**src/rtl/sysrst_pkg.sv**
```systemverilog
package sysrst_pkg;
    localparam int CAUSE_W    = 3;
    localparam int CAUSE_EXT  = 0;
    localparam int CAUSE_LVD  = 1;
    localparam int CAUSE_WDT  = 2;
    localparam int CTL_W      = 8;
    localparam int CTL_WDT_EN = 5;
    localparam int MASK_TAIL  = 2;
    localparam int SYNC_W     = 3;
    localparam int SYN_PIN    = 0;
    localparam int SYN_LOW    = 1;
    localparam int SYN_OK     = 2;

    typedef logic [CAUSE_W-1:0] cause_t;
    typedef logic [CTL_W-1:0]   ctl_t;
endpackage

```
**src/rtl/sysrst_sync.sv**
```systemverilog
module sysrst_sync #(
    parameter int           W    = 1,
    parameter logic [W-1:0] INIT = '0
) (
    input  logic         clk,
    input  logic         por_n,
    input  logic [W-1:0] d_i,
    output logic [W-1:0] q_o
);
    typedef struct packed {
        logic [W-1:0] s1;
        logic [W-1:0] s2;
    } sync_st_t;

    sync_st_t st_d, st_q;

    always_comb begin
        st_d    = st_q;
        st_d.s1 = d_i;
        st_d.s2 = st_q.s1;
    end

    always_ff @(posedge clk or negedge por_n) begin
        if (!por_n) begin
            st_q <= '{s1: INIT, s2: INIT};
        end else begin
            st_q <= st_d;
        end
    end

    assign q_o = st_q.s2;
endmodule

```
**src/rtl/sysrst_supply_filter.sv**
```systemverilog
module sysrst_supply_filter #(
    parameter int LOW_WIN = 400
) (
    input  logic clk,
    input  logic por_n,
    input  logic low_i,
    input  logic ok_i,
    output logic hold_o,
    output logic hold_next_o
);
    localparam int             CW    = $clog2(LOW_WIN + 1);
    localparam logic [CW-1:0]  WIN_C = CW'(LOW_WIN);

    typedef struct packed {
        logic [CW-1:0] cnt;
        logic          hold;
    } filt_st_t;

    filt_st_t st_d, st_q;

    always_comb begin
        st_d = st_q;
        if (low_i) begin
            if (st_q.cnt != WIN_C) begin
                st_d.cnt = st_q.cnt + 1'b1;
            end
        end else begin
            st_d.cnt = '0;
        end
        if (st_q.hold) begin
            if (ok_i && !low_i) begin
                st_d.hold = 1'b0;
            end
        end else if (low_i && (st_q.cnt == WIN_C)) begin
            st_d.hold = 1'b1;
        end
    end

    always_ff @(posedge clk or negedge por_n) begin
        if (!por_n) begin
            st_q <= '0;
        end else begin
            st_q <= st_d;
        end
    end

    assign hold_o      = st_q.hold;
    assign hold_next_o = st_d.hold;


    hold_keep_chk: assert property (@(posedge clk) disable iff (!por_n)
        (hold_o && !(ok_i && !low_i)) |=> hold_o);


    hold_entry_chk: assert property (@(posedge clk) disable iff (!por_n)
        $rose(hold_o) |-> $past(low_i));
endmodule

```
**src/rtl/sysrst_wdog.sv**
```systemverilog
module sysrst_wdog #(
    parameter int INTERVAL = 16384
) (
    input  logic clk,
    input  logic por_n,
    input  logic sys_rst_i,
    input  logic en_i,
    input  logic kick_i,
    output logic fire_o
);
    localparam int            CW   = $clog2(INTERVAL);
    localparam logic [CW-1:0] LAST = CW'(INTERVAL - 1);

    typedef struct packed {
        logic [CW-1:0] cnt;
    } wd_st_t;

    wd_st_t st_d, st_q;
    logic   fire;

    always_comb begin
        st_d = st_q;
        fire = en_i && !sys_rst_i && !kick_i && (st_q.cnt == LAST);
        if (sys_rst_i || !en_i || kick_i || fire) begin
            st_d.cnt = '0;
        end else begin
            st_d.cnt = st_q.cnt + 1'b1;
        end
    end

    always_ff @(posedge clk or negedge por_n) begin
        if (!por_n) begin
            st_q <= '0;
        end else begin
            st_q <= st_d;
        end
    end

    assign fire_o = fire;


    wd_idle_chk: assert property (@(posedge clk) disable iff (!por_n)
        !en_i |=> (st_q.cnt == '0));


    wd_kick_chk: assert property (@(posedge clk) disable iff (!por_n)
        kick_i |=> (st_q.cnt == '0));
endmodule

```
**src/rtl/sysrst_pin_pulse.sv**
```systemverilog
module sysrst_pin_pulse #(
    parameter int PULL_LEN = 60,
    parameter int TAIL     = 2
) (
    input  logic clk,
    input  logic por_n,
    input  logic trig_i,
    output logic pull_o,
    output logic mask_o,
    output logic busy_next_o
);
    localparam int            PW    = $clog2(PULL_LEN + 1);
    localparam int            TW    = $clog2(TAIL + 1);
    localparam logic [PW-1:0] LEN_C = PW'(PULL_LEN);
    localparam logic [TW-1:0] TAI_C = TW'(TAIL);

    typedef struct packed {
        logic [PW-1:0] pcnt;
        logic [TW-1:0] tcnt;
    } pulse_st_t;

    pulse_st_t st_d, st_q;

    always_comb begin
        st_d = st_q;
        if (trig_i) begin
            st_d.pcnt = LEN_C;
        end else if (st_q.pcnt != '0) begin
            st_d.pcnt = st_q.pcnt - 1'b1;
        end
        if ((st_q.pcnt != '0) && (st_d.pcnt == '0)) begin
            st_d.tcnt = TAI_C;
        end else if (st_q.tcnt != '0) begin
            st_d.tcnt = st_q.tcnt - 1'b1;
        end
    end

    always_ff @(posedge clk or negedge por_n) begin
        if (!por_n) begin
            st_q <= '0;
        end else begin
            st_q <= st_d;
        end
    end

    assign pull_o      = (st_q.pcnt != '0);
    assign mask_o      = pull_o || (st_q.tcnt != '0);
    assign busy_next_o = (st_d.pcnt != '0);


    tail_mask_chk: assert property (@(posedge clk) disable iff (!por_n)
        $fell(pull_o) |-> mask_o);


    trig_load_chk: assert property (@(posedge clk) disable iff (!por_n)
        trig_i |=> pull_o);
endmodule

```
**src/rtl/sysrst_ctrl.sv**
```systemverilog
module sysrst_ctrl
    import sysrst_pkg::*;
#(
    parameter int WDT_INTERVAL = 16384,
    parameter int LOW_WIN      = 400,
    parameter int PULL_LEN     = 60
) (
    input  logic               clk,
    input  logic               por_n,
    input  logic               rst_pin_n_i,
    input  logic               supply_low_i,
    input  logic               supply_ok_i,
    input  logic               ctl_we_i,
    input  logic [CTL_W-1:0]   ctl_wdata_i,
    input  logic               wdt_kick_i,
    input  logic               cause_clr_we_i,
    input  logic [CAUSE_W-1:0] cause_clr_i,
    output logic [CTL_W-1:0]   ctl_rdata_o,
    output logic [CAUSE_W-1:0] cause_o,
    output logic               sys_rst_n_o,
    output logic               pin_pull_o
);
    localparam logic [SYNC_W-1:0] SYNC_INIT = SYNC_W'(3'b101);

    typedef struct packed {
        ctl_t   ctl;
        cause_t cause;
        logic   rst;
    } top_st_t;

    top_st_t            st_d, st_q;
    logic [SYNC_W-1:0]  raw_in, syn;
    logic               hold_q, hold_next, lvd_rise;
    logic               wd_fire, pulse_mask, pulse_busy_next, pull;
    logic               ext_req;

    assign raw_in = {supply_ok_i, supply_low_i, rst_pin_n_i};

    sysrst_sync #(.W(SYNC_W), .INIT(SYNC_INIT)) u_sync (
        .clk   (clk),
        .por_n (por_n),
        .d_i   (raw_in),
        .q_o   (syn)
    );

    sysrst_supply_filter #(.LOW_WIN(LOW_WIN)) u_filt (
        .clk         (clk),
        .por_n       (por_n),
        .low_i       (syn[SYN_LOW]),
        .ok_i        (syn[SYN_OK]),
        .hold_o      (hold_q),
        .hold_next_o (hold_next)
    );

    sysrst_wdog #(.INTERVAL(WDT_INTERVAL)) u_wdog (
        .clk       (clk),
        .por_n     (por_n),
        .sys_rst_i (st_q.rst),
        .en_i      (st_q.ctl[CTL_WDT_EN]),
        .kick_i    (wdt_kick_i),
        .fire_o    (wd_fire)
    );

    assign lvd_rise = hold_next && !hold_q;

    sysrst_pin_pulse #(.PULL_LEN(PULL_LEN), .TAIL(MASK_TAIL)) u_pulse (
        .clk         (clk),
        .por_n       (por_n),
        .trig_i      (wd_fire || lvd_rise),
        .pull_o      (pull),
        .mask_o      (pulse_mask),
        .busy_next_o (pulse_busy_next)
    );

    assign ext_req = !syn[SYN_PIN] && !pulse_mask;

    always_comb begin
        st_d     = st_q;
        st_d.rst = ext_req || hold_next || pulse_busy_next;
        if (st_q.rst) begin
            st_d.ctl = '0;
        end else if (ctl_we_i) begin
            st_d.ctl = ctl_wdata_i;
        end
        if (cause_clr_we_i) begin
            st_d.cause = st_q.cause & ~cause_clr_i;
        end
        if (ext_req && !st_q.rst) begin
            st_d.cause[CAUSE_EXT] = 1'b1;
        end
        if (lvd_rise) begin
            st_d.cause[CAUSE_LVD] = 1'b1;
        end
        if (wd_fire) begin
            st_d.cause[CAUSE_WDT] = 1'b1;
        end
    end

    always_ff @(posedge clk or negedge por_n) begin
        if (!por_n) begin
            st_q <= '{ctl: '0, cause: '0, rst: 1'b1};
        end else begin
            st_q <= st_d;
        end
    end

    assign ctl_rdata_o = st_q.ctl;
    assign cause_o     = st_q.cause;
    assign sys_rst_n_o = !st_q.rst;
    assign pin_pull_o  = pull;


    lvd_rst_chk: assert property (@(posedge clk) disable iff (!por_n)
        hold_q |-> !sys_rst_n_o);


    pull_rst_chk: assert property (@(posedge clk) disable iff (!por_n)
        pin_pull_o |-> !sys_rst_n_o);


    wd_off_chk: assert property (@(posedge clk) disable iff (!por_n)
        !ctl_rdata_o[CTL_WDT_EN] |-> !wd_fire);


    cause_wdt_chk: assert property (@(posedge clk) disable iff (!por_n)
        wd_fire |=> cause_o[CAUSE_WDT]);


    no_self_ext_chk: assert property (@(posedge clk) disable iff (!por_n)
        $rose(cause_o[CAUSE_EXT]) |-> !$past(pin_pull_o));
endmodule

```
**config.mk**
```make
export PLATFORM = sky130hd
export DESIGN_NAME = sysrst_ctrl
export DESIGN_NICKNAME = d
export VERILOG_FILES = /design/src/rtl/sysrst_pkg.sv /design/src/rtl/sysrst_sync.sv /design/src/rtl/sysrst_supply_filter.sv /design/src/rtl/sysrst_wdog.sv /design/src/rtl/sysrst_pin_pulse.sv /design/src/rtl/sysrst_ctrl.sv
export SDC_FILE = /design/constraint.sdc
export NUM_CORES = 1
export LEC_CHECK = 0
export ABC_AREA = 1
export CAP_MARGIN = 10
export CORE_MARGIN = 5
export CORE_UTILIZATION = 35
export CTS_BUF_LIST = sky130_fd_sc_hd__clkbuf_8
export DETAILED_ROUTE_END_ITERATION = 7
export PLACE_DENSITY = 0.56
export SETUP_SLACK_MARGIN = 0.5
export SYNTH_ARGS = -nofsm -noshare
export SYNTH_HDL_FRONTEND = slang
export SYNTH_SLANG_ARGS = --single-unit
```
**constraint.sdc**
```tcl
create_clock -name clk -period 1.8 [get_ports clk]
set_clock_uncertainty 0.2 [all_clocks]
set_input_delay 0.36 -clock clk [delete_from_list [all_inputs] [get_ports clk]]
set_output_delay 0.36 -clock clk [all_outputs]
set_load 0.005 [all_outputs]
```
==> results of run 1 <==
==> metal layers <==
metal	wire length (um)	vias up
li1	-	1026
met1	2460	945
met2	2820	25
met3	196	4
met4	55	0
met5	0	-
==> final cells by class <==
class | count | area, sq um
Multi-Input combinational cell | 170 | 1500
Fill cell | 574 | 2890
Timing Repair Buffer | 75 | 704
Sequential cell | 50 | 1260
Inverter | 46 | 181
Clock inverter | 3 | 11.3
Tap cell | 80 | 100
Clock buffer | 5 | 68.8
==> flip-flops by register name, summed over array words and instances (netlist names) <==
name           cells
ctl_rdata_o        8
u_sync.st_d        3
u_sync.q_o         3
u_filt.st_q        9
u_wdog.st_q       14
u_filt.hold_o      1
u_pulse.st_q       8
st_q               1
cause_o            3
==> worst max-delay path, cell delays in order, from the launching register on <==
cell,delay (ns)
sky130_fd_sc_hd__dfrtp_1,0.39
sky130_fd_sc_hd__inv_2,0.11
sky130_fd_sc_hd__ha_4,0.16
sky130_fd_sc_hd__nand3_4,0.09
sky130_fd_sc_hd__buf_2,0.14
==> how the worst max path moves through the flow <==
stage	cells after the start	end	startpoint
final	4	pin_pull_o	u_pulse.st_q[2]$_DFF_PN0_
after global routing	13	u_pulse.st_q[0]$_DFFE_PN0P_	u_pulse.st_q[2]$_DFF_PN0_
after floorplan	13	u_pulse.st_q[0]$_DFFE_PN0P_	u_pulse.st_q[2]$_DFF_PN0_
after CTS	13	u_pulse.st_q[0]$_DFFE_PN0P_	u_pulse.st_q[2]$_DFF_PN0_
after detailed placement	5	u_wdog.st_q[13]$_DFF_PN0_	wdt_kick_i
after global placement	5	u_wdog.st_q[13]$_DFF_PN0_	wdt_kick_i
==> cell usage in the layout (no fill, tap or decap), types with 3 or more instances in the layout <==
cell                              synthesis  final
sky130_fd_sc_hd__nand3_4                  1      9
sky130_fd_sc_hd__inv_1                   42     33
sky130_fd_sc_hd__inv_2                    3     13
sky130_fd_sc_hd__o21ai_0                 13      3
sky130_fd_sc_hd__nand2_1                 46     28
sky130_fd_sc_hd__buf_6                    0     21
sky130_fd_sc_hd__ha_4                     0      4
sky130_fd_sc_hd__dfrtp_2                  0      3
sky130_fd_sc_hd__nor2_1                  27     12
sky130_fd_sc_hd__a21oi_2                  0      5
sky130_fd_sc_hd__nand3_2                  4     10
sky130_fd_sc_hd__nor3_4                   0      7
sky130_fd_sc_hd__nor3b_2                  0      3
sky130_fd_sc_hd__buf_2                    0     13
sky130_fd_sc_hd__dfrtp_1                 45     42
sky130_fd_sc_hd__xnor2_1                  3      3
sky130_fd_sc_hd__nor2_4                   2     14
sky130_fd_sc_hd__nor2_2                   4      7
sky130_fd_sc_hd__nand2_2                  2     15
sky130_fd_sc_hd__nand4_1                  5      5
sky130_fd_sc_hd__nand3_1                 18      4
sky130_fd_sc_hd__nand2_4                  0      4
sky130_fd_sc_hd__a21oi_1                 11      6
sky130_fd_sc_hd__buf_4                    2     19
sky130_fd_sc_hd__o21ai_2                  0      5
sky130_fd_sc_hd__dfstp_2                  5      5
sky130_fd_sc_hd__clkdlybuf4s50_1          0     17
sky130_fd_sc_hd__nor3_2                   2      4
sky130_fd_sc_hd__o21ai_1                  1      6
sky130_fd_sc_hd__clkbuf_8                 0      5
==> stage by stage <==
| step | cell area [sq um] | setup TNS, ns | hold slack, ns | worst slack (ns) | instances |
|---|---|---|---|---|---|
| finish | 3820 | 0 | 0.151 | 0.0673 | 429 |
| global route | 3820 | -0.0886 | 0.155 | -0.0723 | 429 |
| CTS | 3330 | 0 | 0.149 | 0.0273 | 416 |
| detailed placement | 2960 | -0.472 | 0.148 | -0.0775 | 390 |
| global placement | 2960 | -0.350 | 0.139 | -0.0722 | 390 |
| floorplan | 2480 | 0 | -0.136 | 0.132 | 270 |
==> timing repair <==
item | 4_1_cts | 5_1_grt
gates resized for setup | 102 | 92
hold buffers | 1 | 0
pin swaps | 27 | 30
setup endpoints to repair | 47 | 57
endpoints found under the hold margin | 45 | 0
setup buffers | 17 | 12
cloned | 0 | 1
==> kinds of logic (layout without fill, tap and decap cells) <==
family                     after synthesis  in the layout
and+or+nand+nor                        129            129
adders and majority gates                6              6
buffers and inverters                   50            129
xor gates and xnor gates                 5              5
AOI/OAI and AO/OA                       30             30
DFF                                     50             50
==> power by group <==
part	internal [W]	switching, W	total (W)
Combinational	0.0000930	0.0000752	0.000168
Sequential	0.00114	0.0000149	0.00115
Clock	0.000260	0.000347	0.000607
==> flow_summary.html, run 1 <==
<table>
<tr><th>Metric</th><th>Value</th></tr>
<tr><th colspan="2">Run status</th></tr>
<tr><td>Status</td><td>finished, final reports clean</td></tr>
<tr><th colspan="2">Yosys</th></tr>
<tr><td>Yosys warnings</td><td>0</td></tr>
<tr><td>Area fraction in compound gates after synthesis</td><td>6.84%</td></tr>
<tr><td>Netlist cell types</td><td>34</td></tr>
<tr><td>Top post-synthesis cells by count</td><td>sky130_fd_sc_hd__nand2_1 (46), sky130_fd_sc_hd__dfrtp_1 (45), sky130_fd_sc_hd__inv_1 (42), sky130_fd_sc_hd__nor2_1 (27), sky130_fd_sc_hd__nand3_1 (18)</td></tr>
<tr><td>Fraction of synthesized area in multiplexers</td><td>0%</td></tr>
<tr><td>Post-synthesis xor/xnor area fraction</td><td>under 10%</td></tr>
<tr><td>Largest family of logic cells by synthesized area</td><td>simple AND/OR/NAND/NOR gates</td></tr>
<tr><td>Syn Area/Cell</td><td>8.81 sq um</td></tr>
<tr><td>Fraction of the mapped netlist area in adder cells</td><td>3.16%</td></tr>
<tr><td>Number of flops mapped to enable cells by yosys</td><td>0</td></tr>
<tr><td>Largest area contributor in the netlist</td><td>sky130_fd_sc_hd__dfrtp_1</td></tr>
<tr><td>Largest cells by area after synthesis</td><td>sky130_fd_sc_hd__dfrtp_1 (47%), sky130_fd_sc_hd__nand2_1 (7.3%), sky130_fd_sc_hd__inv_1 (6.6%), sky130_fd_sc_hd__dfstp_2 (5.5%), sky130_fd_sc_hd__nor2_1 (4.3%)</td></tr>
<tr><td>Syn Std Cell Area</td><td>0.00238 sq mm</td></tr>
<tr><td>Gate count after technology mapping</td><td>270</td></tr>
<tr><td>Prevailing post-synth register cell</td><td>sky130_fd_sc_hd__dfrtp_1</td></tr>
<tr><td>Share of async-settable or async-resettable flops after synthesis</td><td>100%</td></tr>
<tr><td>Net count after synthesis</td><td>295</td></tr>
<tr><td>Yosys top cell area share</td><td>47.3%</td></tr>
<tr><td>Count leader, synth</td><td>sky130_fd_sc_hd__nand2_1</td></tr>
<tr><td>Post-synthesis sequential area ratio</td><td>52.9%</td></tr>
<tr><td>Simple-gate share of the synthesized area</td><td>between 20% and 30%</td></tr>
<tr><td>Post-synthesis sequential element count</td><td>50</td></tr>
<tr><th colspan="2">Timing</th></tr>
<tr><td>Fmax</td><td>around 580 MHz</td></tr>
<tr><td>Max-slew violation count</td><td>0</td></tr>
<tr><td>Setup violations, final</td><td>0</td></tr>
<tr><td>Transition time at the pin with the least slew margin</td><td>0.315 ns</td></tr>
<tr><td>Tcrit/Tclk final</td><td>96.3%</td></tr>
<tr><td>RSZ-0062 raised after global routing</td><td>yes</td></tr>
<tr><td>Number of failing hold endpoints at the final stage</td><td>0</td></tr>
<tr><td>Fin crit period</td><td>1.73 ns</td></tr>
<tr><td>Worst slew margin</td><td>78.9%</td></tr>
<tr><th colspan="2">Hold path</th></tr>
<tr><td>Hold Path Cell Cnt</td><td>0</td></tr>
<tr><td>Hold Path Origin</td><td>u_sync.st_d[2]$_DFF_PN1_</td></tr>
<tr><td>Hold Crit Endpoint</td><td>u_sync.q_o[2]$_DFF_PN1_</td></tr>
<tr><td>Hold WC Path Type</td><td>reg -&gt; reg</td></tr>
<tr><th colspan="2">Floorplan</th></tr>
<tr><td>Total die area</td><td>between 0.008 and 0.009 sq mm</td></tr>
<tr><td>Count of boundary I/O pins</td><td>32</td></tr>
<tr><td>Chip Height</td><td>92.4 um</td></tr>
<tr><td>DIE WIDTH</td><td>roughly 90 um</td></tr>
<tr><td>Core Region</td><td>0.00672 sq mm</td></tr>
<tr><td>Effective utilization at floorplan</td><td>a little over a third</td></tr>
<tr><td>Number of rows in the core area</td><td>30</td></tr>
<tr><th colspan="2">Global routing</th></tr>
<tr><td>Largest net degree at the start of global routing</td><td>51</td></tr>
<tr><td>GR peak layer</td><td>met2</td></tr>
<tr><td>Initial antenna violation count</td><td>0</td></tr>
<tr><td>Global routing usage summed across all routing layers</td><td>12.5%</td></tr>
<tr><td>Met2 usage</td><td>20.7%</td></tr>
<tr><td>Met1 usage</td><td>16.5%</td></tr>
<tr><td>Met3 Resource Use GR</td><td>roughly 2.5%</td></tr>
<tr><td>Vias in the first global route</td><td>2005</td></tr>
<tr><td>Wire length of the first global-routing pass</td><td>slightly below 9 mm</td></tr>
<tr><td>Total gr overflow</td><td>0</td></tr>
<tr><th colspan="2">Finish</th></tr>
<tr><td>Area added between synthesis and finish</td><td>60.8%</td></tr>
<tr><td>Antenna cell count</td><td>0</td></tr>
<tr><td>Utilization after layout</td><td>56.9%</td></tr>
<tr><td>Count of nets after finishing</td><td>373</td></tr>
<tr><td>Share of post-route cells with drive strength above 1</td><td>52.7%</td></tr>
<tr><th colspan="2">Drt</th></tr>
<tr><td>Post-DR wirelength/cell</td><td>12.9 um</td></tr>
<tr><td>Number of vias per cell after detailed routing</td><td>4.66</td></tr>
<tr><td>Vias after detailed routing</td><td>roughly 2k</td></tr>
<tr><td>Initial DRC Count</td><td>between 50 and 60</td></tr>
<tr><td>Detail Route Antenna Nets</td><td>0</td></tr>
<tr><td>Total DRC errors in the routed layout</td><td>0</td></tr>
<tr><td>Final WL</td><td>5.53 mm</td></tr>
<tr><td>DRT Pass-1 Iters</td><td>4</td></tr>
<tr><th colspan="2">Critical path</th></tr>
<tr><td>CP arrival</td><td>1.17 ns</td></tr>
<tr><td>Setup slack of the worst register-to-register path</td><td>0.07 ns</td></tr>
<tr><td>RR Endpoint</td><td>u_pulse.st_q[0]$_DFFE_PN0P_</td></tr>
<tr><td>Endpoint class of the critical path</td><td>output port</td></tr>
<tr><td>Maximum fanout count along the critical path</td><td>3</td></tr>
<tr><td>Category of the critical setup timing path</td><td>reg -&gt; out</td></tr>
<tr><td>Crit start category</td><td>register</td></tr>
<tr><td>CP Data Required Time</td><td>approximately 1.2 ns</td></tr>
<tr><td>Cell depth of the worst flop-to-flop path</td><td>13</td></tr>
<tr><td>Reg-to-Reg Start</td><td>u_pulse.st_q[2]$_DFF_PN0_</td></tr>
<tr><th colspan="2">Power and ir drop</th></tr>
<tr><td>Leakage component of the power</td><td>1.67 nW</td></tr>
<tr><td>Sum of internal, switching and leakage power</td><td>between 0.0015 and 0.002 W</td></tr>
<tr><td>Power per cell area</td><td>504 mW/mm^2</td></tr>
<tr><td>Maximum resistive drop on vdd</td><td>between 300 and 400 uV</td></tr>
<tr><th colspan="2">CTS</th></tr>
<tr><td>Number of CTS-inserted buffers</td><td>5</td></tr>
<tr><td>Clock-pin slew of the registers on the worst-case setup and hold paths</td><td>~0.090 ns</td></tr>
<tr><td>CTS max path bufs</td><td>2</td></tr>
<tr><td>Depth of the CTS H-tree</td><td>2</td></tr>
<tr><td>Clock root cell</td><td>sky130_fd_sc_hd__clkbuf_8</td></tr>
<tr><td>Clock sink count</td><td>50</td></tr>
<tr><td>CTS tree</td><td>done</td></tr>
<tr><td>Clk Latency, worst-skew pair</td><td>0.29 ns</td></tr>
<tr><th colspan="2">Job</th></tr>
<tr><td>Number of violations of the max-capacitance limit</td><td>0</td></tr>
<tr><th colspan="2">Placement</th></tr>
<tr><td>Detailed placement HPWL</td><td>approximately 3.4 mm</td></tr>
<tr><td>Number of port buffers</td><td>31</td></tr>
<tr><td>GPL Wtd Cong</td><td>0.756</td></tr>
</table>
No activity file was read; power rests on OpenSTA's default activity.
==> run 2: changes to the inputs <==
- CORE_MARGIN: 5 -> 2
- SLEW_MARGIN: not set -> 15
==> run 2 against run 1 <==
Register-to-register slack is essentially flat. Critical endpoint is now u_pulse.st_q[0]$_DFFE_PN0P_. Setup slack lost 0.0033 ns. Global-route usage grew 2.2 points.
==> flow_summary.html, run 2 (synthesis gave the netlist of run 1 again) <==
<table>
<tr><th>Metric</th><th>Value</th></tr>
<tr><th colspan="2">Critical path</th></tr>
<tr><td>Category of the critical setup timing path</td><td>reg -&gt; reg</td></tr>
<tr><td>Worst Setup EP</td><td>u_pulse.st_q[0]$_DFFE_PN0P_</td></tr>
<tr><td>Endpoint class of the critical path</td><td>register</td></tr>
<tr><td>Maximum fanout count along the critical path</td><td>3 (unchanged)</td></tr>
<tr><td>CP Data Required Time</td><td>1.80 ns (+0.56 ns)</td></tr>
<tr><td>Setup slack of the worst register-to-register path</td><td>0.06 ns (about the same)</td></tr>
<tr><td>CP arrival</td><td>1.73 ns (+0.56 ns)</td></tr>
<tr><td>Startpoint of the worst setup timing path</td><td>u_pulse.st_q[2]$_DFF_PN0_</td></tr>
<tr><td>RR Endpoint</td><td>u_pulse.st_q[0]$_DFFE_PN0P_</td></tr>
<tr><td>Cell depth of the worst flop-to-flop path</td><td>11 (-2)</td></tr>
<tr><td>Crit start category</td><td>register</td></tr>
<tr><td>Reg-to-Reg Start</td><td>u_pulse.st_q[2]$_DFF_PN0_</td></tr>
<tr><th colspan="2">Finish</th></tr>
<tr><td>Most common library cell in the layout ignoring fill and taps</td><td>sky130_fd_sc_hd__dfrtp_1</td></tr>
<tr><td>Highest-count cells in the layout ignoring fill and taps</td><td>sky130_fd_sc_hd__dfrtp_1 (44), sky130_fd_sc_hd__inv_1 (34), sky130_fd_sc_hd__nand2_1 (34)</td></tr>
<tr><td>Largest registers ranked by flip-flop count</td><td>u_wdog.st_q (14), u_filt.st_q (9)</td></tr>
<tr><td>Register ranked first by flip-flop count</td><td>u_wdog.st_q</td></tr>
<tr><td>Count of nets after finishing</td><td>377 (+1.1%)</td></tr>
<tr><td>Fin cells</td><td>432 (+0.70%)</td></tr>
<tr><td>Antenna cell count</td><td>0 (unchanged)</td></tr>
<tr><td>Fillers</td><td>606 (+5.6%)</td></tr>
<tr><td>Largest register FFs</td><td>14 (unchanged)</td></tr>
<tr><td>Area added between synthesis and finish</td><td>54.9%</td></tr>
<tr><td>Share of post-route cells with drive strength above 1</td><td>48.0% (-4.7 points)</td></tr>
<tr><td>Design Area, Final</td><td>0.00368 sq mm (-3.7%)</td></tr>
<tr><th colspan="2">Global routing</th></tr>
<tr><td>Vias in the first global route</td><td>1948 (-2.8%)</td></tr>
<tr><td>Wire length of the first global-routing pass</td><td>8.63 mm (-2.5%)</td></tr>
<tr><td>Largest net degree at the start of global routing</td><td>51 (unchanged)</td></tr>
<tr><td>Initial antenna violation count</td><td>0 (unchanged)</td></tr>
<tr><td>Total gr overflow</td><td>0 (unchanged)</td></tr>
<tr><td>Global routing usage summed across all routing layers</td><td>14.7% (+2.2 points)</td></tr>
<tr><th colspan="2">Drt</th></tr>
<tr><td>Post-DR wirelength/cell</td><td>12.2 um (-5.8%)</td></tr>
<tr><td>DRT Pass-1 Iters</td><td>4 (unchanged)</td></tr>
<tr><td>Initial DRC Count</td><td>46 (-18%)</td></tr>
<tr><td>Vias after detailed routing</td><td>2011 (+0.55%)</td></tr>
<tr><td>Number of vias per cell after detailed routing</td><td>4.66 (-0.15%)</td></tr>
<tr><td>Final WL</td><td>5.25 mm (-5.1%)</td></tr>
<tr><td>Total DRC errors in the routed layout</td><td>0 (unchanged)</td></tr>
<tr><td>Detail Route Antenna Nets</td><td>0 (unchanged)</td></tr>
<tr><th colspan="2">Placement</th></tr>
<tr><td>DP Worst Slack</td><td>-0.0517 ns (+0.0259 ns)</td></tr>
<tr><td>DP Cell Count</td><td>392 (+0.51%)</td></tr>
<tr><td>Detailed placement HPWL</td><td>3.41 mm (+1.7%)</td></tr>
<tr><td>GPL Wtd Cong</td><td>0.756 (about the same)</td></tr>
<tr><td>Number of port buffers</td><td>31 (unchanged)</td></tr>
<tr><td>Cell area after placement</td><td>0.00297 sq mm (about the same)</td></tr>
<tr><th colspan="2">CTS</th></tr>
<tr><td>Depth of the CTS H-tree</td><td>2 (unchanged)</td></tr>
<tr><td>Clock sink count</td><td>50 (unchanged)</td></tr>
<tr><td>Number of CTS-inserted buffers</td><td>5 (unchanged)</td></tr>
<tr><td>CTS max path bufs</td><td>2 (unchanged)</td></tr>
<tr><td>Clk Latency, worst-skew pair</td><td>0.30 ns (about the same)</td></tr>
<tr><td>CTS tree</td><td>done</td></tr>
<tr><td>Clock root cell</td><td>sky130_fd_sc_hd__clkbuf_8</td></tr>
<tr><td>Clock-pin slew of the registers on the worst-case setup and hold paths</td><td>0.08 ns (about the same)</td></tr>
<tr><th colspan="2">Floorplan</th></tr>
<tr><td>Number of rows in the core area</td><td>30 (unchanged)</td></tr>
<tr><td>Total die area</td><td>0.00747 sq mm (-13%)</td></tr>
<tr><td>Count of boundary I/O pins</td><td>32 (unchanged)</td></tr>
<tr><td>Chip Height</td><td>86.4 um (-6.5%)</td></tr>
<tr><td>Core Region</td><td>0.00668 sq mm (-0.56%)</td></tr>
<tr><td>DIE WIDTH</td><td>86.4 um (-6.5%)</td></tr>
<tr><td>Effective utilization at floorplan</td><td>35.6% (+0.20 points)</td></tr>
<tr><th colspan="2">Timing</th></tr>
<tr><td>Final WS setup</td><td>0.0641 ns (-0.00328 ns)</td></tr>
<tr><td>Tcrit/Tclk final</td><td>96.4% (+0.18 points)</td></tr>
<tr><td>Transition time at the pin with the least slew margin</td><td>0.411 ns (+0.0956 ns)</td></tr>
<tr><td>Worst slew margin</td><td>72.6% (-6.3 points)</td></tr>
<tr><td>Fmax</td><td>576 MHz (-0.19%)</td></tr>
<tr><td>Sum Neg Setup Slack</td><td>0 ns (unchanged)</td></tr>
<tr><td>Hold slack final</td><td>0.154 ns (+0.00302 ns)</td></tr>
<tr><td>Setup violations, final</td><td>0 (unchanged)</td></tr>
<tr><td>Number of failing hold endpoints at the final stage</td><td>0 (unchanged)</td></tr>
<tr><td>RSZ-0062 raised after global routing</td><td>yes</td></tr>
<tr><td>Fin crit period</td><td>1.74 ns (+0.00328 ns)</td></tr>
<tr><td>Max-slew violation count</td><td>0 (unchanged)</td></tr>
<tr><th colspan="2">Hold path</th></tr>
<tr><td>Hold WC Path Type</td><td>reg -&gt; reg</td></tr>
<tr><th colspan="2">Power and ir drop</th></tr>
<tr><td>Power per cell area</td><td>520 mW/mm^2 (+3.1%)</td></tr>
<tr><td>Leakage component of the power</td><td>1.64 nW (-1.9%)</td></tr>
<tr><td>Maximum resistive drop on vdd</td><td>408 uV (+27%)</td></tr>
<tr><th colspan="2">Job</th></tr>
<tr><td>Number of violations of the max-capacitance limit</td><td>0 (unchanged)</td></tr>
<tr><th colspan="2">Run status</th></tr>
<tr><td>Status</td><td>finished, final reports clean</td></tr>
</table>
## run 2: final cells by class
type / instances / area (sq um) / share of cell area [%]
Clock inverter: 2 / 7.51 / 0.204
Clock buffer: 5 / 68.8 / 1.87
Inverter: 46 / 180 / 4.89
Multi-Input combinational cell: 170 / 1380 / 37.3
Tap cell: 80 / 100 / 2.72
Sequential cell: 50 / 1260 / 34.2
Timing Repair Buffer: 79 / 693 / 18.8
## run 2: critical path, cell delays in order (launching register included)
cell and delay, ns:
sky130_fd_sc_hd__dfrtp_1 0.39, sky130_fd_sc_hd__inv_2 0.09, sky130_fd_sc_hd__ha_2 0.19, sky130_fd_sc_hd__nand2_2 0.08, sky130_fd_sc_hd__o21ai_2 0.16, sky130_fd_sc_hd__nand2_1 0.08, sky130_fd_sc_hd__nor2_2 0.09, sky130_fd_sc_hd__nand3_2 0.08
sky130_fd_sc_hd__nor2_4 0.10, sky130_fd_sc_hd__nand3_2 0.07, sky130_fd_sc_hd__nand2_1 0.06, sky130_fd_sc_hd__inv_1 0.03
## run 2: how the worst min path moves through the flow
stage                                  start                       to  slack, ns  depth (start not counted)
detailed placement  u_sync.st_d[1]$_DFF_PN0_  u_sync.q_o[1]$_DFF_PN0_       0.14                          0
finish              u_sync.st_d[1]$_DFF_PN0_  u_sync.q_o[1]$_DFF_PN0_       0.15                          0
CTS                 u_sync.st_d[1]$_DFF_PN0_  u_sync.q_o[1]$_DFF_PN0_       0.16                          0
floorplan                              por_n   cause_o[0]$_DFFE_PN0P_      -0.14                          0
global placement    u_sync.st_d[1]$_DFF_PN0_  u_sync.q_o[1]$_DFF_PN0_       0.13                          0
global route        u_sync.st_d[2]$_DFF_PN1_  u_sync.q_o[2]$_DFF_PN1_       0.16                          0
## run 2: layer usage
layer,track usage [%],wire length [um]
met5,0,0
met4,5.68,90
met3,3.62,154
met2,24.5,2580
met1,18.6,2420
## run 2: metrics by stage
step,total power [W],util (%)
after floorplan,0.00119,-
after global placement,0.00126,44.4
after detailed placement,0.00127,44.4
after CTS,0.00193,51.1
after global routing,0.00201,55.1
final,0.00192,55.1
## run 2: timing repair
item	in CTS	in global routing
hold buffers	1	0
resized for setup	109	56
pin swaps	24	21
setup endpoints to repair	47	57
buffers inserted	24	8
hold endpoints to repair	45	0
## run 2: power by group
group          switching (W)  total [W]  internal, W
registers          0.0000137    0.00115      0.00114
clock network       0.000339   0.000596     0.000257
logic              0.0000715   0.000168    0.0000962
total               0.000424    0.00192      0.00149
==> run 3: changes to the inputs <==
--- a/config.mk
+++ b/config.mk
@@ -8,3 +8,2 @@
 export ABC_AREA = 1
-export CAP_MARGIN = 10
 export CORE_MARGIN = 2
@@ -13,2 +12,3 @@
 export DETAILED_ROUTE_END_ITERATION = 7
+export GPL_TIMING_DRIVEN = 0
 export PLACE_DENSITY = 0.56
--- a/constraint.sdc
+++ b/constraint.sdc
@@ -4,2 +4,2 @@
 set_output_delay 0.36 -clock clk [all_outputs]
-set_load 0.005 [all_outputs]
+set_load 0.05 [all_outputs]
==> run 3 against run 2 <==
The flow now finishes with violations (hold timing). Worst hold slack got worse by 0.36 ns. Die area unchanged. Largest cell class unchanged. Routed wire length increased by 12%. Cell area increased by 10%. Register-to-register slack got worse by 0.05 ns.
==> flow_summary.html, run 3 (synthesis gave the netlist of run 1 again) <==
<table>
<tr><th>Metric</th><th>Value</th></tr>
<tr><th colspan="2">Power and ir drop</th></tr>
<tr><td>Maximum resistive drop on vdd</td><td>501 uV (+23%)</td></tr>
<tr><td>Power per cell area</td><td>515 mW/mm^2 (-0.94%)</td></tr>
<tr><td>Sum of internal, switching and leakage power</td><td>0.00209 W (+9.4%)</td></tr>
<tr><td>Leakage component of the power</td><td>1.81 nW (+10%)</td></tr>
<tr><th colspan="2">Timing</th></tr>
<tr><td>Fmax</td><td>561 MHz (-2.7%)</td></tr>
<tr><td>Tcrit/Tclk final</td><td>99.1% (+2.7 points)</td></tr>
<tr><td>Max-slew violation count</td><td>0 (unchanged)</td></tr>
<tr><td>Sum Neg Setup Slack</td><td>0 ns (unchanged)</td></tr>
<tr><td>RSZ-0062 raised after global routing</td><td>yes</td></tr>
<tr><td>Final WS setup</td><td>0.0162 ns (-0.0478 ns)</td></tr>
<tr><td>Setup violations, final</td><td>0 (unchanged)</td></tr>
<tr><td>Fin crit period</td><td>1.78 ns (+0.0478 ns)</td></tr>
<tr><td>Number of failing hold endpoints at the final stage</td><td>17 (+17)</td></tr>
<tr><td>Worst slew margin</td><td>68.4% (-4.1 points)</td></tr>
<tr><td>Transition time at the pin with the least slew margin</td><td>0.473 ns (+0.0622 ns)</td></tr>
<tr><td>Hold slack final</td><td>-0.211 ns (-0.364 ns)</td></tr>
<tr><th colspan="2">Finish</th></tr>
<tr><td>Antenna cell count</td><td>0 (unchanged)</td></tr>
<tr><td>Count of nets after finishing</td><td>393 (+4.2%)</td></tr>
<tr><td>Area added between synthesis and finish</td><td>71.0%</td></tr>
<tr><td>Highest-count cells in the layout ignoring fill and taps</td><td>sky130_fd_sc_hd__dfrtp_1 (43), sky130_fd_sc_hd__buf_6 (35), sky130_fd_sc_hd__buf_4 (34)</td></tr>
<tr><td>Design Area, Final</td><td>0.00407 sq mm (+10%)</td></tr>
<tr><td>Share of post-route cells with drive strength above 1</td><td>55.8% (+7.8 points)</td></tr>
<tr><td>Largest register FFs</td><td>14 (unchanged)</td></tr>
<tr><td>Register ranked first by flip-flop count</td><td>u_wdog.st_q</td></tr>
<tr><td>Largest registers ranked by flip-flop count</td><td>u_wdog.st_q (14), u_filt.st_q (9)</td></tr>
<tr><td>Most common library cell in the layout ignoring fill and taps</td><td>sky130_fd_sc_hd__dfrtp_1</td></tr>
<tr><th colspan="2">Drt</th></tr>
<tr><td>Number of vias per cell after detailed routing</td><td>4.80 (+3.2%)</td></tr>
<tr><td>Total DRC errors in the routed layout</td><td>0 (unchanged)</td></tr>
<tr><td>DRT Pass-1 Iters</td><td>5 (+1)</td></tr>
<tr><td>Vias after detailed routing</td><td>2156 (+7.2%)</td></tr>
<tr><td>Initial DRC Count</td><td>75 (+63%)</td></tr>
<tr><td>Detail Route Antenna Nets</td><td>0 (unchanged)</td></tr>
<tr><td>Post-DR wirelength/cell</td><td>13.1 um (+7.6%)</td></tr>
<tr><td>Final WL</td><td>5.88 mm (+12%)</td></tr>
<tr><th colspan="2">CTS</th></tr>
<tr><td>Number of CTS-inserted buffers</td><td>5 (unchanged)</td></tr>
<tr><td>CTS max path bufs</td><td>2 (unchanged)</td></tr>
<tr><td>Clock-pin slew of the registers on the worst-case setup and hold paths</td><td>0.09 ns (about the same)</td></tr>
<tr><td>CTS tree</td><td>done</td></tr>
<tr><td>Depth of the CTS H-tree</td><td>2 (unchanged)</td></tr>
<tr><td>Clock root cell</td><td>sky130_fd_sc_hd__clkbuf_8</td></tr>
<tr><td>Clock sink count</td><td>50 (unchanged)</td></tr>
<tr><td>Clk Latency, worst-skew pair</td><td>0.31 ns (about the same)</td></tr>
<tr><th colspan="2">Critical path</th></tr>
<tr><td>Endpoint class of the critical path</td><td>register</td></tr>
<tr><td>Max stage delay cell, worst path</td><td>sky130_fd_sc_hd__dfrtp_1</td></tr>
<tr><td>CP Data Required Time</td><td>1.81 ns (about the same)</td></tr>
<tr><td>Cells along the critical path</td><td>inv_2, ha_2, nand2_2, o21ai_2, nand2_1, nor2_2, nand3_2, nor2_4, nand3_2, nand2_1, inv_1</td></tr>
<tr><td>Maximum fanout count along the critical path</td><td>3 (unchanged)</td></tr>
<tr><td>CP arrival</td><td>1.79 ns (+0.06 ns)</td></tr>
<tr><td>Category of the critical setup timing path</td><td>reg -&gt; reg</td></tr>
<tr><td>Crit start category</td><td>register</td></tr>
<tr><td>Maximum cell stage delay along the critical path</td><td>0.41 ns (+0.02 ns)</td></tr>
<tr><th colspan="2">Placement</th></tr>
<tr><td>DP Worst Slack</td><td>-0.298 ns (-0.246 ns)</td></tr>
<tr><td>Detailed placement HPWL</td><td>3.18 mm (-6.9%)</td></tr>
<tr><td>Number of port buffers</td><td>30 (-3.2%)</td></tr>
<tr><td>GPL Wtd Cong</td><td>0.786 (+4.0%)</td></tr>
<tr><td>Cell area after placement</td><td>0.00289 sq mm (-2.5%)</td></tr>
<tr><th colspan="2">Global routing</th></tr>
<tr><td>Initial antenna violation count</td><td>0 (unchanged)</td></tr>
<tr><td>Met3 Resource Use GR</td><td>4.48% (+0.86 points)</td></tr>
<tr><td>Largest net degree at the start of global routing</td><td>33 (-35%)</td></tr>
<tr><td>Vias in the first global route</td><td>2070 (+6.3%)</td></tr>
<tr><td>Global routing usage summed across all routing layers</td><td>15.2% (+0.50 points)</td></tr>
<tr><td>Wire length of the first global-routing pass</td><td>9.04 mm (+4.8%)</td></tr>
<tr><td>Total gr overflow</td><td>0 (unchanged)</td></tr>
<tr><td>Met1 usage</td><td>18.6% (about the same)</td></tr>
<tr><td>GR peak layer</td><td>met2</td></tr>
<tr><td>Met2 usage</td><td>25.9% (+1.5 points)</td></tr>
<tr><th colspan="2">Hold path</th></tr>
<tr><td>Hold WC Path Type</td><td>in -&gt; async</td></tr>
<tr><th colspan="2">Floorplan</th></tr>
<tr><td>Number of rows in the core area</td><td>30 (unchanged)</td></tr>
<tr><td>Effective utilization at floorplan</td><td>35.6% (unchanged)</td></tr>
<tr><td>Chip Height</td><td>86.4 um (unchanged)</td></tr>
<tr><td>Count of boundary I/O pins</td><td>32 (unchanged)</td></tr>
<tr><td>Total die area</td><td>0.00747 sq mm (unchanged)</td></tr>
<tr><td>DIE WIDTH</td><td>86.4 um (unchanged)</td></tr>
<tr><td>Core Region</td><td>0.00668 sq mm (unchanged)</td></tr>
<tr><th colspan="2">Job</th></tr>
<tr><td>Number of violations of the max-capacitance limit</td><td>0 (unchanged)</td></tr>
<tr><th colspan="2">Run status</th></tr>
<tr><td>Status</td><td>finished, violations left</td></tr>
<tr><td>Violated checks</td><td>hold timing</td></tr>
</table>
==> run 3: cell count changes in the layout (fill, tap and decap cells not counted), moves of 5 or more <==
cell                      delta
sky130_fd_sc_hd__buf_4       +6
sky130_fd_sc_hd__buf_2      -12
sky130_fd_sc_hd__nor2_2      +5
sky130_fd_sc_hd__o21ai_1     -7
sky130_fd_sc_hd__buf_6      +17
sky130_fd_sc_hd__o21ai_2     +7
==> run 3: repair_timing <==
item | in CTS | in global routing
hold endpoints to repair | 17 | 17
cloned | 1 | 0
endpoints found under the setup margin | 46 | 57
gates resized for setup | 138 | 100
pin swaps | 22 | 35
setup buffers | 33 | 26
==> run 3: cell type report <==
class | count | area [sq um]
Clock inverter | 3 | 37.5
Clock buffer | 5 | 68.8
Timing Repair Buffer | 91 | 916
Fill cell | 555 | 2620
Inverter | 46 | 183
Buffer | 4 | 55.1
Sequential cell | 50 | 1260
Tap cell | 80 | 100
Multi-Input combinational cell | 170 | 1450
==> run 3: power breakdown <==
part           leakage (nW)  internal, W  switching (W)  total, W
clock network        0.0607     0.000405       0.000377  0.000782
registers             0.657      0.00114      0.0000115   0.00115
logic                  1.09    0.0000903      0.0000722  0.000162
==> run 3: worst max-delay path, delay by kind of cell (launching register included) <==
kind / cells / cell delay, ns
AOI/OAI and AO/OA: 1 / 0.15
adders and majority gates: 1 / 0.20
buffers and inverters: 2 / 0.13
DFF: 1 / 0.41
and+or+nand+nor: 7 / 0.59
==> run 3: metrics by stage <==
stage | instances | util [%]
after floorplan | 270 | -
after global placement | 380 | 43.1
after detailed placement | 381 | 43.3
after CTS | 423 | 52.3
after global routing | 449 | 60.9
final | 449 | 60.9
==> run 3: final timing paths <==
check,start,end,slack (ns),depth (start not counted)
max,u_pulse.st_q[2]$_DFF_PN0_,u_pulse.st_q[0]$_DFFE_PN0P_,0.02,11
max reg2reg,u_pulse.st_q[2]$_DFF_PN0_,u_pulse.st_q[0]$_DFFE_PN0P_,0.02,11
max in group asynchronous,por_n,u_sync.q_o[2]$_DFF_PN1_,1.01,2
min,por_n,ctl_rdata_o[0]$_DFFE_PN0P_,-0.21,1
min in group clk,ctl_we_i,ctl_rdata_o[3]$_DFFE_PN0P_,0.15,3
min reg2reg,u_sync.st_d[1]$_DFF_PN0_,u_sync.q_o[1]$_DFF_PN0_,0.16,0
==> run 3: metal layers <==
| metal | up-vias | part of all wire [%] |
|---|---|---|
| li1 | 1061 | - |
| met1 | 1049 | 40 |
| met2 | 35 | 56 |
| met3 | 11 | 3.6 |
| met4 | 0 | 1.3 |
| met5 | - | 0 |
